[config.mk]
export PLATFORM = sky130hd
export DESIGN_NAME = plw_loader
export DESIGN_NICKNAME = d
export VERILOG_FILES = /design/src/rtl/plw_pkg.sv /design/src/rtl/plw_decode.sv /design/src/rtl/plw_seq.sv /design/src/rtl/plw_bank.sv /design/src/rtl/plw_loader.sv
export SDC_FILE = /design/constraint.sdc
export NUM_CORES = 1
export LEC_CHECK = 0
export ABC_AREA = 1
export BUFFER_PORTS_ARGS = -buffer_cell sky130_fd_sc_hd__buf_2
export CAP_MARGIN = 20
export CORE_AREA = 2 2 443 445
export CTS_BUF_LIST = sky130_fd_sc_hd__clkbuf_2 sky130_fd_sc_hd__clkbuf_4 sky130_fd_sc_hd__clkbuf_8
export CTS_CLUSTER_SIZE = 28
export DETAILED_ROUTE_END_ITERATION = 10
export DIE_AREA = 0 0 445 447
export PLACE_DENSITY = 0.45
export SYNTH_ARGS = -nofsm -noshare
export SYNTH_HDL_FRONTEND = slang
export SYNTH_SLANG_ARGS = --single-unit
[constraint.sdc]
create_clock -name clk_i -period 122.8 [get_ports clk_i]
set_clock_uncertainty 0.05 [all_clocks]
set_input_delay 12.28 -clock clk_i [delete_from_list [all_inputs] [get_ports clk_i]]
set_output_delay 12.28 -clock clk_i [all_outputs]
set_load 0.005 [all_outputs]
[src/rtl/plw_pkg.sv]
package plw_pkg;
  localparam int WORD_W  = 16;
  localparam int RND_W   = 20;
  localparam int SEL_W   = 2;
  localparam int LIM_W   = 13;
  localparam int RSL_W   = RND_W + SEL_W + 2 * LIM_W;
  localparam int FLAG_W  = 20;
  localparam int NUM_FLAG = 2;

  localparam logic [7:0] RGN_COEF  = 8'h00;
  localparam logic [7:0] RGN_OBIAS = 8'h09;
  localparam logic [7:0] RGN_IBIAS = 8'h0B;
  localparam logic [7:0] RGN_FLAG  = 8'h0C;
  localparam logic [7:0] RGN_RSL   = 8'h0E;

  typedef enum logic [2:0] {
    CLS_NONE  = 3'd0,
    CLS_OBIAS = 3'd1,
    CLS_IBIAS = 3'd2,
    CLS_COEF  = 3'd3,
    CLS_FLAG  = 3'd4,
    CLS_RSL   = 3'd5
  } plw_cls_e;
endpackage

[src/rtl/plw_decode.sv]
module plw_decode
  import plw_pkg::*;
#(
  parameter int NUM_BIAS   = 8,
  parameter int NUM_SETS   = 4,
  parameter int NUM_RSL    = 4,
  parameter int COEF_WORDS = 10,
  parameter int CNT_W      = 4
) (
  input  logic [WORD_W-1:0] addr_i,
  output plw_cls_e          cls_o,
  output logic [7:0]        idx_o,
  output logic [CNT_W-1:0]  need_o
);
  logic [7:0] rgn;
  assign rgn   = addr_i[15:8];
  assign idx_o = addr_i[7:0];

  always_comb begin
    cls_o  = CLS_NONE;
    need_o = '0;
    unique case (rgn)
      RGN_COEF: if (int'(idx_o) < NUM_SETS) begin
        cls_o  = CLS_COEF;
        need_o = CNT_W'(COEF_WORDS);
      end
      RGN_OBIAS: if (int'(idx_o) < NUM_BIAS) begin
        cls_o  = CLS_OBIAS;
        need_o = CNT_W'(1);
      end
      RGN_IBIAS: if (int'(idx_o) < NUM_BIAS) begin
        cls_o  = CLS_IBIAS;
        need_o = CNT_W'(1);
      end
      RGN_FLAG: if (int'(idx_o) < NUM_FLAG) begin
        cls_o  = CLS_FLAG;
        need_o = CNT_W'(2);
      end
      RGN_RSL: if (int'(idx_o) < NUM_RSL) begin
        cls_o  = CLS_RSL;
        need_o = CNT_W'(4);
      end
      default: begin
        cls_o  = CLS_NONE;
        need_o = '0;
      end
    endcase
  end
endmodule

[src/rtl/plw_seq.sv]
module plw_seq
  import plw_pkg::*;
#(
  parameter int COEF_WORDS = 10,
  parameter int CNT_W      = 4
) (
  input  logic                         clk_i,
  input  logic                         rst_ni,
  input  logic                         pause_i,
  input  logic [WORD_W-1:0]            word_i,
  input  plw_cls_e                     dec_cls_i,
  input  logic [7:0]                   dec_idx_i,
  input  logic [CNT_W-1:0]             dec_need_i,
  output logic                         in_data_o,
  output logic [CNT_W-1:0]             cnt_o,
  output logic                         commit_o,
  output plw_cls_e                     commit_cls_o,
  output logic [7:0]                   commit_idx_o,
  output logic [COEF_WORDS*WORD_W-1:0] commit_words_o
);
  logic              in_data_q, in_data_d;
  plw_cls_e          cls_q, cls_d;
  logic [7:0]        idx_q, idx_d;
  logic [CNT_W-1:0]  need_q, need_d;
  logic [CNT_W-1:0]  cnt_q, cnt_d;
  logic              stage_we;
  logic              commit;
  logic [WORD_W-1:0] stage_q [COEF_WORDS];

  always_comb begin
    in_data_d = in_data_q;
    cls_d     = cls_q;
    idx_d     = idx_q;
    need_d    = need_q;
    cnt_d     = cnt_q;
    stage_we  = 1'b0;
    commit    = 1'b0;
    if (!pause_i) begin
      if (!in_data_q) begin
        if (dec_cls_i != CLS_NONE) begin
          in_data_d = 1'b1;
          cls_d     = dec_cls_i;
          idx_d     = dec_idx_i;
          need_d    = dec_need_i;
          cnt_d     = '0;
        end
      end else if (cnt_q == need_q - CNT_W'(1)) begin
        commit    = 1'b1;
        in_data_d = 1'b0;
      end else begin
        stage_we = 1'b1;
        cnt_d    = cnt_q + CNT_W'(1);
      end
    end
  end

  always_ff @(posedge clk_i or negedge rst_ni) begin
    if (!rst_ni) begin
      in_data_q <= 1'b0;
      cls_q     <= CLS_NONE;
      idx_q     <= '0;
      need_q    <= '0;
      cnt_q     <= '0;
    end else begin
      in_data_q <= in_data_d;
      cls_q     <= cls_d;
      idx_q     <= idx_d;
      need_q    <= need_d;
      cnt_q     <= cnt_d;
    end
  end

  for (genvar k = 0; k < COEF_WORDS; k++) begin : g_stage
    logic we_k;
    assign we_k = stage_we && (cnt_q == CNT_W'(k));
    always_ff @(posedge clk_i or negedge rst_ni) begin
      if (!rst_ni) begin
        stage_q[k] <= '0;
      end else if (we_k) begin
        stage_q[k] <= word_i;
      end
    end
    assign commit_words_o[k*WORD_W +: WORD_W] =
      (cnt_q == CNT_W'(k)) ? word_i : stage_q[k];
  end

  assign in_data_o    = in_data_q;
  assign cnt_o        = cnt_q;
  assign commit_o     = commit;
  assign commit_cls_o = cls_q;
  assign commit_idx_o = idx_q;
endmodule

[src/rtl/plw_bank.sv]
module plw_bank
  import plw_pkg::*;
#(
  parameter int NUM_BIAS   = 8,
  parameter int NUM_SETS   = 4,
  parameter int NUM_RSL    = 4,
  parameter int COEF_WORDS = 10
) (
  input  logic                                  clk_i,
  input  logic                                  rst_ni,
  input  logic                                  commit_i,
  input  plw_cls_e                              cls_i,
  input  logic [7:0]                            idx_i,
  input  logic [COEF_WORDS*WORD_W-1:0]          words_i,
  output logic [NUM_BIAS*WORD_W-1:0]            obias_o,
  output logic [NUM_BIAS*WORD_W-1:0]            ibias_o,
  output logic [NUM_SETS*COEF_WORDS*WORD_W-1:0] coef_o,
  output logic [NUM_FLAG*FLAG_W-1:0]            flag_cnt_o,
  output logic [NUM_RSL*RSL_W-1:0]              rsl_o
);
  localparam int SET_W = COEF_WORDS * WORD_W;

  logic [FLAG_W-1:0] flag_val;
  logic [RSL_W-1:0]  rsl_val;

  assign flag_val = {words_i[WORD_W +: 4], words_i[0 +: WORD_W]};
  assign rsl_val  = {words_i[WORD_W +: 4], words_i[0 +: WORD_W],
                     words_i[WORD_W+4 +: SEL_W],
                     words_i[2*WORD_W +: LIM_W],
                     words_i[3*WORD_W +: LIM_W]};

  for (genvar i = 0; i < NUM_BIAS; i++) begin : g_bias
    logic we_o, we_i;
    assign we_o = commit_i && (cls_i == CLS_OBIAS) && (idx_i == 8'(i));
    assign we_i = commit_i && (cls_i == CLS_IBIAS) && (idx_i == 8'(i));
    always_ff @(posedge clk_i or negedge rst_ni) begin
      if (!rst_ni) begin
        obias_o[i*WORD_W +: WORD_W] <= '0;
      end else if (we_o) begin
        obias_o[i*WORD_W +: WORD_W] <= words_i[0 +: WORD_W];
      end
    end
    always_ff @(posedge clk_i or negedge rst_ni) begin
      if (!rst_ni) begin
        ibias_o[i*WORD_W +: WORD_W] <= '0;
      end else if (we_i) begin
        ibias_o[i*WORD_W +: WORD_W] <= words_i[0 +: WORD_W];
      end
    end
  end

  for (genvar s = 0; s < NUM_SETS; s++) begin : g_coef
    logic we;
    assign we = commit_i && (cls_i == CLS_COEF) && (idx_i == 8'(s));
    always_ff @(posedge clk_i or negedge rst_ni) begin
      if (!rst_ni) begin
        coef_o[s*SET_W +: SET_W] <= '0;
      end else if (we) begin
        coef_o[s*SET_W +: SET_W] <= words_i;
      end
    end
  end

  for (genvar f = 0; f < NUM_FLAG; f++) begin : g_flag
    logic we;
    assign we = commit_i && (cls_i == CLS_FLAG) && (idx_i == 8'(f));
    always_ff @(posedge clk_i or negedge rst_ni) begin
      if (!rst_ni) begin
        flag_cnt_o[f*FLAG_W +: FLAG_W] <= '0;
      end else if (we) begin
        flag_cnt_o[f*FLAG_W +: FLAG_W] <= flag_val;
      end
    end
  end

  for (genvar r = 0; r < NUM_RSL; r++) begin : g_rsl
    logic we;
    assign we = commit_i && (cls_i == CLS_RSL) && (idx_i == 8'(r));
    always_ff @(posedge clk_i or negedge rst_ni) begin
      if (!rst_ni) begin
        rsl_o[r*RSL_W +: RSL_W] <= '0;
      end else if (we) begin
        rsl_o[r*RSL_W +: RSL_W] <= rsl_val;
      end
    end
  end
endmodule

[src/rtl/plw_loader.sv]
module plw_loader
  import plw_pkg::*;
#(
  parameter int NUM_BIAS   = 8,
  parameter int NUM_SETS   = 4,
  parameter int NUM_RSL    = 4,
  parameter int COEF_WORDS = 10
) (
  input  logic                                  clk_i,
  input  logic                                  rst_ni,
  input  logic                                  pause_i,
  input  logic [WORD_W-1:0]                     ld_word_i,
  output logic [NUM_BIAS*WORD_W-1:0]            obias_o,
  output logic [NUM_BIAS*WORD_W-1:0]            ibias_o,
  output logic [NUM_SETS*COEF_WORDS*WORD_W-1:0] coef_o,
  output logic [NUM_FLAG*FLAG_W-1:0]            flag_cnt_o,
  output logic [NUM_RSL*RSL_W-1:0]              rsl_o
);
  localparam int CNT_W = $clog2(COEF_WORDS + 1);

  logic [1:0] rst_sync_q;
  logic       rst_n_int;

  always_ff @(posedge clk_i or negedge rst_ni) begin
    if (!rst_ni) begin
      rst_sync_q <= 2'b00;
    end else begin
      rst_sync_q <= {rst_sync_q[0], 1'b1};
    end
  end
  assign rst_n_int = rst_sync_q[1];

  plw_cls_e                     dec_cls;
  logic [7:0]                   dec_idx;
  logic [CNT_W-1:0]             dec_need;
  logic                         seq_in_data;
  logic [CNT_W-1:0]             seq_cnt;
  logic                         commit_vld;
  plw_cls_e                     commit_cls;
  logic [7:0]                   commit_idx;
  logic [COEF_WORDS*WORD_W-1:0] commit_words;

  plw_decode #(
    .NUM_BIAS(NUM_BIAS), .NUM_SETS(NUM_SETS), .NUM_RSL(NUM_RSL),
    .COEF_WORDS(COEF_WORDS), .CNT_W(CNT_W)
  ) decode_i (
    .addr_i (ld_word_i),
    .cls_o  (dec_cls),
    .idx_o  (dec_idx),
    .need_o (dec_need)
  );

  plw_seq #(
    .COEF_WORDS(COEF_WORDS), .CNT_W(CNT_W)
  ) seq_i (
    .clk_i          (clk_i),
    .rst_ni         (rst_n_int),
    .pause_i        (pause_i),
    .word_i         (ld_word_i),
    .dec_cls_i      (dec_cls),
    .dec_idx_i      (dec_idx),
    .dec_need_i     (dec_need),
    .in_data_o      (seq_in_data),
    .cnt_o          (seq_cnt),
    .commit_o       (commit_vld),
    .commit_cls_o   (commit_cls),
    .commit_idx_o   (commit_idx),
    .commit_words_o (commit_words)
  );

  plw_bank #(
    .NUM_BIAS(NUM_BIAS), .NUM_SETS(NUM_SETS), .NUM_RSL(NUM_RSL),
    .COEF_WORDS(COEF_WORDS)
  ) bank_i (
    .clk_i      (clk_i),
    .rst_ni     (rst_n_int),
    .commit_i   (commit_vld),
    .cls_i      (commit_cls),
    .idx_i      (commit_idx),
    .words_i    (commit_words),
    .obias_o    (obias_o),
    .ibias_o    (ibias_o),
    .coef_o     (coef_o),
    .flag_cnt_o (flag_cnt_o),
    .rsl_o      (rsl_o)
  );
endmodule

==> flow_summary.json <==
{
  "clkLatencyLatePin_ps": 1000,
  "nFillCells": 20476,
  "initial_core_util": 0.276,
  "seq_area_frac_synth": 0.611,
  "power_density_nw_per_um2": 15.3,
  "num_vias": 48773,
  "finalHoldViolCount": 0,
  "slew_headroom": 0.227,
  "die_x_um": 445,
  "num_io_pins": 1147,
  "fin_crit_ps": 15120,
  "pwr-share-comb": 0.127,
  "endpoint_kind": "flip-flop",
  "wire_per_inst_um": 25.4,
  "netlist_top_cells_area": "dfrtp_1, nand2_1, nand3_1, o21ai_0, buf_2",
  "drtIter0Drc": 4449,
  "synthFlopType": "dfrtp_1",
  "setup_tns_ps": 0,
  "path_class": "input pin to flip-flop",
  "irDropWorstVdd_v": 0.0000104,
  "power_switching_share": 0.307,
  "status": "finished, final reports clean",
  "cts_inserted_buffers": 237,
  "holdWs_ps": 299,
  "p_clk_frac": 0.445,
  "crit_arrival_ps": 15960,
  "avgViaCountPerCell": 4.87,
  "cts_max_path_buffers": 3,
  "final_layout_size_suffix_gt1_frac": 0.241,
  "path_clk_slew_ps": 60,
  "die_y_um": 447,
  "grt_pass1_vias": 46659,
  "dieArea_um2": 199000,
  "synth_fp_nets": 6244,
  "dr.pass1.iters": 5,
  "rsz0062_at_grt": "false",
  "ctsHoldBuffers": 0,
  "r2r_slack_ps": 117130,
  "core_um2": 194000,
  "grtUsageTotal": 0.248,
  "cts_tree": "done",
  "io_buffers": 1146,
  "wirelength_mm": 255,
  "min_path_type": "flip-flop to flip-flop",
  "cellLeakagePower_nw": 39.8,
  "yosys_warnings": 0,
  "p_int_mw": 0.714,
  "crit_path_max_fanout": 92,
  "grt_max_degree": 217,
  "synth_edf_count": 0,
  "yosysMostFrequentCell": "nand2_1",
  "htreeDepth": 4,
  "cts_num_sinks": 1310,
  "synthCells": 6220,
  "cts_setup_buffers": 0,
  "max_freq_mhz": 66.1,
  "antenna_left": 0,
  "ys_async_sr_fraction": 1.00,
  "synth_cell_type_count": 29,
  "rows": 162,
  "dp_hpwl_mm": 160,
  "grt_pass1_wl_mm": 359,
  "multi_input_area_um2": 18800,
  "gr-total-overflow": 0,
  "antenna_found_initial": 20,
  "switching_power_mw": 0.316,
  "synth.avg_cell_area_um2": 8.62,
  "worstSetupStartpointType": "input pin",
  "drc": 0,
  "crit_required_ps": 123640,
  "report.final.slew_viol_count": 0,
  "syn2layout_area_growth_pct": 25.4,
  "setup_viol": 0,
  "max-cap-violations": 0,
  "period_share": 0.123,
  "yosysTopAreaCell": "dfrtp_1",
  "netlist_area_um2": 53600,
  "gp_congestion": 0.811,
  "synth-seq-cells": 1310,
  "pwr-share-seq": 0.428,
  "max_slew.worst_pin.slew_ps": 1150,
  "cts_resized": 0,
  "synth_top_area_frac": 0.611,
  "seq_area_um2": 32800,
  "cts_root_buffer": "clkbuf_8",
  "fin_nets": 7295,
  "synth_common_cells": "nand2_1, dfrtp_1, nand3_1"
}
[cell type report]
cell class              count  area share
diodes                     16    0.000595
clock buffers             373      0.0705
clock inverters            50     0.00718
inverters                  50     0.00279
multi-input cells        4368       0.280
flip-flops and latches   1310       0.488
well taps                2542      0.0473
repair buffers           1304       0.104
[routing by layer]
layer,routed length [um],GRT usage,vias up
met1,103000,0.312,24303
met3,19700,0.0656,404
met5,0,0,-
met2,122000,0.407,1914
met4,9820,0.0950,0
li1,-,-,22152
[power groups by stage]
stage	clock (mW)	combinational, mW	sequential, mW
floorplan	0	0.0455	0.454
global placement	0	0.133	0.448
finish	0.459	0.131	0.440
global route	0.490	0.137	0.441
CTS	0.470	0.135	0.440
detailed placement	0	0.134	0.448
[sequential cells by signal, summed over array words and instances, names as in the netlist]
| name | flops |
|---|---|
| bank_i.coef_o | 640 |
| seq_i.cnt_o | 4 |
| seq_i.commit_idx_o | 8 |
| seq_i.in_data_o | 1 |
| bank_i.obias_o | 128 |
| seq_i.commit_cls_o | 3 |
| bank_i.rsl_o | 192 |
| seq_i.need_q | 4 |
| rst_sync_q | 2 |
| bank_i.ibias_o | 128 |
| bank_i.flag_cnt_o | 40 |
| seq_i.stage_q | 160 |
[cell usage in the layout (no fill, tap or decap), drive strengths merged, types with 35 or more instances in the layout]
cell type / netlist / layout
o21ai: 332 / 332
dfrtp: 1310 / 1310
nor2: 42 / 42
nand2: 2788 / 2788
clkbuf: 248 / 373
clkinv: 3 / 40
nand3: 1141 / 1141
buf: 244 / 1304
inv: 47 / 51
nand4: 35 / 35
[worst paths after layout]
kind,cells past startpoint,endpoint,startpoint
max,9,bank_i.rsl_o[146]$_DFFE_PN0P_,pause_i
min,0,rst_sync_q[1]$_DFF_PN0_,rst_sync_q[0]$_DFF_PN0_
max reg2reg,6,bank_i.coef_o[624]$_DFFE_PN0P_,rst_sync_q[1]$_DFF_PN0_
min reg2reg,0,rst_sync_q[1]$_DFF_PN0_,rst_sync_q[0]$_DFF_PN0_
max in group asynchronous,1,rst_sync_q[1]$_DFF_PN0_,rst_ni
min in group asynchronous,0,bank_i.rsl_o[5]$_DFFE_PN0P_,rst_sync_q[1]$_DFF_PN0_
[stage by stage]
stage / setup WS (ps) / instance area, um^2 / utilization / power (mW) / cells
after floorplan: 83530 / 53600 / - / 0.500 / 6220
after global placement: 106800 / 61900 / 0.319 / 0.581 / 9561
after detailed placement: 106730 / 62000 / 0.319 / 0.582 / 9573
after CTS: 107840 / 67200 / 0.346 / 1.05 / 9996
after global routing: 107540 / 67200 / 0.346 / 1.07 / 10008
final: 107680 / 67200 / 0.346 / 1.03 / 10013
[cells by family after synthesis]
kind of cell    after synthesis  share of synthesized area
xor+xnor                      4                   0.000653
fa+ha+maj                     5                    0.00117
simple gates               4023                      0.311
buf+inv                     542                     0.0435
other cells                   1                  0.0000699
flops                      1310                      0.611
compound gates              335                     0.0320
[worst max-delay path, stage by stage]
cell and delay [ps]:
buf_2 130, nor2_4 90, buf_4 380, inv_1 260, nor3_4 640, buf_4 820, buf_4 870, nand3_1 170
nand2_1 100
Note: power is estimated with default switching activity, not from simulation.
